<file path="config.mk">
export PLATFORM = sky130hd
export DESIGN_NAME = sc_datapath
export DESIGN_NICKNAME = d
export VERILOG_FILES = /design/src/rtl/sc_datapath.sv
export SDC_FILE = /design/constraint.sdc
export NUM_CORES = 2
export LEC_CHECK = 0
export ABC_AREA = 0
export BUFFER_PORTS_ARGS = -buffer_cell sky130_fd_sc_hd__buf_2
export CAP_MARGIN = 30
export CORE_ASPECT_RATIO = 1.2
export CORE_MARGIN = 2
export CORE_UTILIZATION = 64
export CTS_CLUSTER_SIZE = 40
export DETAILED_ROUTE_END_ITERATION = 6
export PLACE_DENSITY = 0.81
export SYNTH_ARGS = -nofsm -noshare
export SYNTH_HDL_FRONTEND = slang
export SYNTH_SLANG_ARGS = --single-unit
</file>
<file path="constraint.sdc">
create_clock -name clk -period 7.5 [get_ports clk]
set_input_delay 0 -clock clk [delete_from_list [all_inputs] [get_ports clk]]
set_output_delay 0 -clock clk [all_outputs]
set_load 0.02 [all_outputs]
</file>
<file path="src/rtl/sc_datapath.sv">
module sc_datapath #(
  parameter int XLEN    = 32,
  parameter int NREG    = 32,
  parameter int PC_STEP = 4
) (
  input  logic        clk,
  input  logic        rst,
  output logic [31:0] imem_addr,
  input  logic [31:0] imem_data,
  output logic [31:0] alu_result,
  output logic [4:0]  dest_reg
);
  localparam int RW = $clog2(NREG);
  localparam logic [5:0] OP_RTYPE = 6'h00;
  localparam logic [5:0] OP_ORI   = 6'h0D;
  localparam logic [5:0] FN_ADDU  = 6'h21;
  localparam logic [5:0] FN_SUBU  = 6'h23;

  logic [XLEN-1:0] pc;
  logic [XLEN-1:0] rf [NREG];

  wire [5:0]    op    = imem_data[31:26];
  wire [RW-1:0] rs    = imem_data[25:21];
  wire [RW-1:0] rt    = imem_data[20:16];
  wire [RW-1:0] rd    = imem_data[15:11];
  wire [4:0]    shamt = imem_data[10:6];
  wire [5:0]    funct = imem_data[5:0];
  wire [15:0]   imm   = imem_data[15:0];

  wire is_r    = (op == OP_RTYPE) && (shamt == 5'd0);
  wire is_addu = is_r && (funct == FN_ADDU);
  wire is_subu = is_r && (funct == FN_SUBU);
  wire is_ori  = (op == OP_ORI);
  wire reg_we  = is_addu | is_subu | is_ori;

  wire [RW-1:0]   wsel = (op == OP_RTYPE) ? rd : rt;
  wire [XLEN-1:0] op_a = (rs == '0) ? '0 : rf[rs];
  wire [XLEN-1:0] op_b = (rt == '0) ? '0 : rf[rt];
  wire [XLEN-1:0] zimm = {{(XLEN-16){1'b0}}, imm};

  logic [XLEN-1:0] res;
  always_comb begin
    res = '0;
    if (is_addu)     res = op_a + op_b;
    else if (is_subu) res = op_a - op_b;
    else if (is_ori)  res = op_a | zimm;
  end

  always_ff @(posedge clk) begin
    if (rst) pc <= '0;
    else     pc <= pc + XLEN'(PC_STEP);
  end

  always_ff @(posedge clk) begin
    if (rst) begin
      for (int i = 0; i < NREG; i++) rf[i] <= '0;
    end else if (reg_we && wsel != '0) begin
      rf[wsel] <= res;
    end
  end

  assign imem_addr  = pc;
  assign alu_result = res;
  assign dest_reg   = wsel;
endmodule


</file>
# ---- Word-level counts from Yosys, hierarchy flattened
# Memory sizes are Yosys's and may differ from the RTL's.
# Cells that the tools add are included.
dict set report totals {
  ff_bits 32
  mem_bits_rw 1024
  inputBits 34
  output_inout_bits 69
  elab_cells 35
  mem_count 1
}
# name words word_bits rd rd_ports_with_merged_regs write_ports line
set mem_list {}
lappend mem_list {rf 32 32 2 0 32 20} ;# logic [XLEN-1:0] rf [NREG];
dict set report op_classes {
  addsub 3
  n_eq_ne 3
  muxes 14
  bitwise_logic 3
  n_reduce_logical 10
}
# op n
set ops {}
lappend ops {{2-to-1 mux 32 bit} 6}
lappend ops {{adder 32 x 3 -> 32 bit, second input constant} 1}
lappend ops {{adder 32 bit} 1}
lappend ops {{OR 32 x 16 -> 32 bit} 1}
lappend ops {{OR reduction 32 bit} 1}
lappend ops {{subtractor 32 bit} 1}
lappend ops {{zero test 5 bit} 3}
lappend ops {{== test 6 bit, second input constant} 2}
lappend ops {{2-to-1 mux 5 bit} 2}
lappend ops {{== test 6 x 4 -> 1 bit, second input constant} 1}
lappend ops {{zero test 6 bit} 1}
lappend ops {{2-to-1 mux 1 bit} 6}
lappend ops {{nonzero test 5 bit} 1}
lappend ops {{logical AND 1 bit} 4}
lappend ops {{OR 1 bit} 2}

# ---- Logic depth before layout (Yosys ltp)
dict set report logic_depth {
  ltp_word 11
  depth_mapped 25
  mapped_depth_nobuf 18
}

# ---- Worst setup path after synthesis
# No wires, ideal clock.
dict set report synth_timing {
  path_type {input to register}
  from {input imem_data[16]}
  to {memory rf[10][30] (data pin)}
  setup_ps 263
  arrival_ps 6257
  required_time_ps 7237
  path_slack_ps 981
  stages 25
  n_path_buf 8
  cell_sequence {buf_4 > buf_6 > buf_6 > buf_2 > buf_2 > clkbuf_1 > buf_1 > mux4_2 > mux4_2 > mux2i_1 > nor2_1 > ha_1 > fa_1 > nor2b_1 > o31ai_1 > a311oi_1 > a211oi_1 > o41a_1 > nand4_1 > nand2_2 > or4_4 > nand4_1 > nor3b_4 > buf_6 > nor2_2}
}
# element line
set synth_lines {}
lappend synth_lines {{from (decl)} 9} ;# input logic [31:0] imem_data,
lappend synth_lines {{to (decl)} 20}

==> results by group <==
Global routing
  – Vias in the first global route: 41751
  – First-pass GRT wire length: 280000 µm
  – Antenna violations before repair: 9
  – Overflow after GRT: 0
  – Total track usage: 0.429
  – Largest net degree at the start of global routing: 86

Flow run
  – Max Cap Violations: 0

Yosys
  – Synthesized flop and latch total: 1054
  – Post-synth EDFFs: 1024
  – Most common cell in the synthesized netlist: nor2_1
  – Syn avg cell area: 14.0 µm²
  – Synthesized instance count: 4133
  – Library cells used by synthesis: 88
  – Mapped cell area: 0.0578 mm²
  – Top cell type's share of synthesized area: 0.532
  – Synth Flop Type: edfxtp_1
  – Sequential-to-total area share from yosys stat: 0.543
  – Synth area leader: edfxtp_1
  – Ys async rst share: 0
  – Dominant cells by area after synthesis: edfxtp_1, mux4_2, nor2_1, clkbuf_1, ha_1
  – Synth top cells by count: nor2_1, edfxtp_1, mux4_2, clkbuf_1, buf_2
  – Yosys warns: 0

Place
  – GP Congestion: 1.00
  – Port buffer count: 100
  – DP Cell Count: 5202
  – Final HPWL DP: 113000 µm

Floorplanning
  – Row count: 120
  – Initial core utilization: 0.647
  – Die area: 0.0927 mm²
  – Core Region: 0.0893 mm²
  – Die H: 333 µm
  – Die X: 278 µm
  – Total I/O pin count: 103

CTS
  – CTS tree: yes
  – Number of setup buffers added after CTS: 0
  – Clock sink total: 1054
  – Clock Latency Late Sink: 740 ps
  – H-tree Lvls: 3
  – Clock-pin slew on the worst setup and hold paths: 60 ps
  – Total CTS buffers: 104
  – Clk buf depth: 3
  – Clock root buffer master: clkbuf_16

Critical path
  – Crit path cell chain: mux4_2 > mux4_2 > mux2i_1 > nor2_1 > ha_1 > fa_1 > nor2b_1 > o31ai_1 > a311oi_1 > a211oi_1 > o41a_1 > a31oi_1 > a31oi_1 > buf_4 > o21ai_0 > mux2i_1 > o211a_1 > buf_12 > inv_1 > buf_2
  – Crit path largest cell delay: 700 ps
  – Req. time, crit path: 7500 ps
  – Critical Path AT: 7070 ps
  – Crit path max-delay family: compound AO/OA/AOI/OAI gates
  – Crit end category: output port
  – CP bufs+invs: 4
  – Crit path max-delay cell type: a311oi_1
  – Critical path class: reg2out
  – Crit Path Max Fanout: 17
  – Startpoint Class: flop

Worst hold path
  – Worst min-delay path class: in2reg

Timing
  – TNS Setup: 0 ps
  – Fin Hold WS: 36.6 ps
  – Fin crit share: 0.942
  – Pins over their slew limit: 0
  – Least-Margin Pin Slew: 1070 ps
  – Fin. Hold Viols: 0
  – Slew margin rel.: 0.287
  – RSZ-0062 raised after global routing: false
  – Clk_skew: 43.6 ps
  – Final setup fails: 0
  – Final min period: 7070 ps
  – Fmax achieved: 142 MHz

Cells and area
  – Fin nets: 4251
  – Non-Filler Instances: 5399
  – Area growth from synthesis to layout: 9.57%
  – Layout cells sized above 1: 0.282

Power
  – Total Power: 14.2 mW
  – Pwr Density: 225 mW/mm²
  – VDD IR max: 0.162 mV
  – Pleak: 21.8 nW

Run status
  – Status: finished, final reports clean

Drt
  – Post-route ant nets: 0
  – Drc violations: 0
  – DR WL/cell: 36.6 µm
  – Initial DRC count: 8298
  – Final wirelength: 197000 µm
  – Vias per cell: 7.70
  – 1st-pass router iterations: 6
  – Vias: 41577
path summary, 6_finish.rpt:
kind,from,end,slack (ps),depth (start not counted)
max,rf[15][0]$_SDFFCE_PN0P_,alu_result[24],430,20
min,imem_data[0],rf[24][0]$_SDFFCE_PN0P_,40,4
max reg2reg,rf[15][0]$_SDFFCE_PN0P_,rf[19][24]$_SDFFCE_PN0P_,1030,19
min reg2reg,imem_addr[2]$_SDFF_PP0_,imem_addr[2]$_SDFF_PP0_,480,1
layer usage:
layer / up-vias / part of all wire / track usage
met3: 1149 / 0.17 / 0.151
li1: 15660 / - / -
met5: - / 0.00055 / 0
met4: 16 / 0.080 / 0.273
met2: 4515 / 0.46 / 0.662
met1: 20237 / 0.30 / 0.519
stage by stage:
| step | cell area (µm²) | setup WS, ps | utilization |
|---|---|---|---|
| finish | 63300 | 433 | 0.709 |
| global placement | 59900 | 867 | 0.670 |
| detailed placement | 59900 | 806 | 0.670 |
| CTS | 63300 | 569 | 0.708 |
| global route | 63300 | 309 | 0.709 |
| floorplan | 57900 | 981 | - |
cell families after synthesis:
group,synth area share
flops,0.543
compound gates,0.0356
other cells,0.0000649
fa+ha+maj,0.0143
buf+inv,0.0376
mux,0.255
simple gates,0.105
xor+xnor,0.00966
flip-flops by register name, indices dropped and copies added (netlist names):
name       count
imem_addr     30
rf          1024
power by group:
group	leakage, nW	switching [mW]	internal [mW]
Clock	1.66	2.35	2.93
Sequential	10.8	0.121	6.65
Combinational	9.37	1.30	0.898
Total	21.8	3.77	10.5
cells in the final DEF (no fill, tap or decap), drive strengths merged, types with 6 or more instances in the layout:
cell / n
nor2: 1104
edfxtp: 1024
mux4: 622
buf: 276
clkbuf: 135
inv: 117
nand2: 114
a21oi: 80
nand2b: 79
mux2i: 63
ha: 63
o21ai: 60
clkinv: 42
a21o: 41
xnor2: 37
conb: 34
nand3: 31
dfxtp: 30
nor3: 26
xor2: 25
nand4: 19
or3: 18
o21bai: 16
nor2b: 13
a22oi: 13
a31oi: 10
o21a: 9
and3: 9
a211oi: 9
o31ai: 8
a22o: 7
bufinv: 7
or4: 7
mux2: 7
or2: 6
o211ai: 6
tightest hold or removal path, delay by kind of cell:
| family | cells | cell delay, ps |
|---|---|---|
| AOI/OAI and AO/OA | 1 | 100 |
| and+or+nand+nor | 1 | 130 |
| buffers and inverters | 2 | 400 |
final cells by class:
type,instances,area [µm²]
clock buffers,135,2850
clock inverters,58,526
inverters,112,420
fillers,5502,26000
repair buffers,278,2020
flip-flops and latches,1054,31400
multi-input cells,2602,24700
diodes,1,2.50
well taps,1159,1450
what timing repair did:
action                                 in CTS  in global routing
hold buffers                                2                  0
endpoints found under the hold margin      31                  0
resized for setup                           0                  0
No activity file was read; power rests on OpenSTA's default activity.
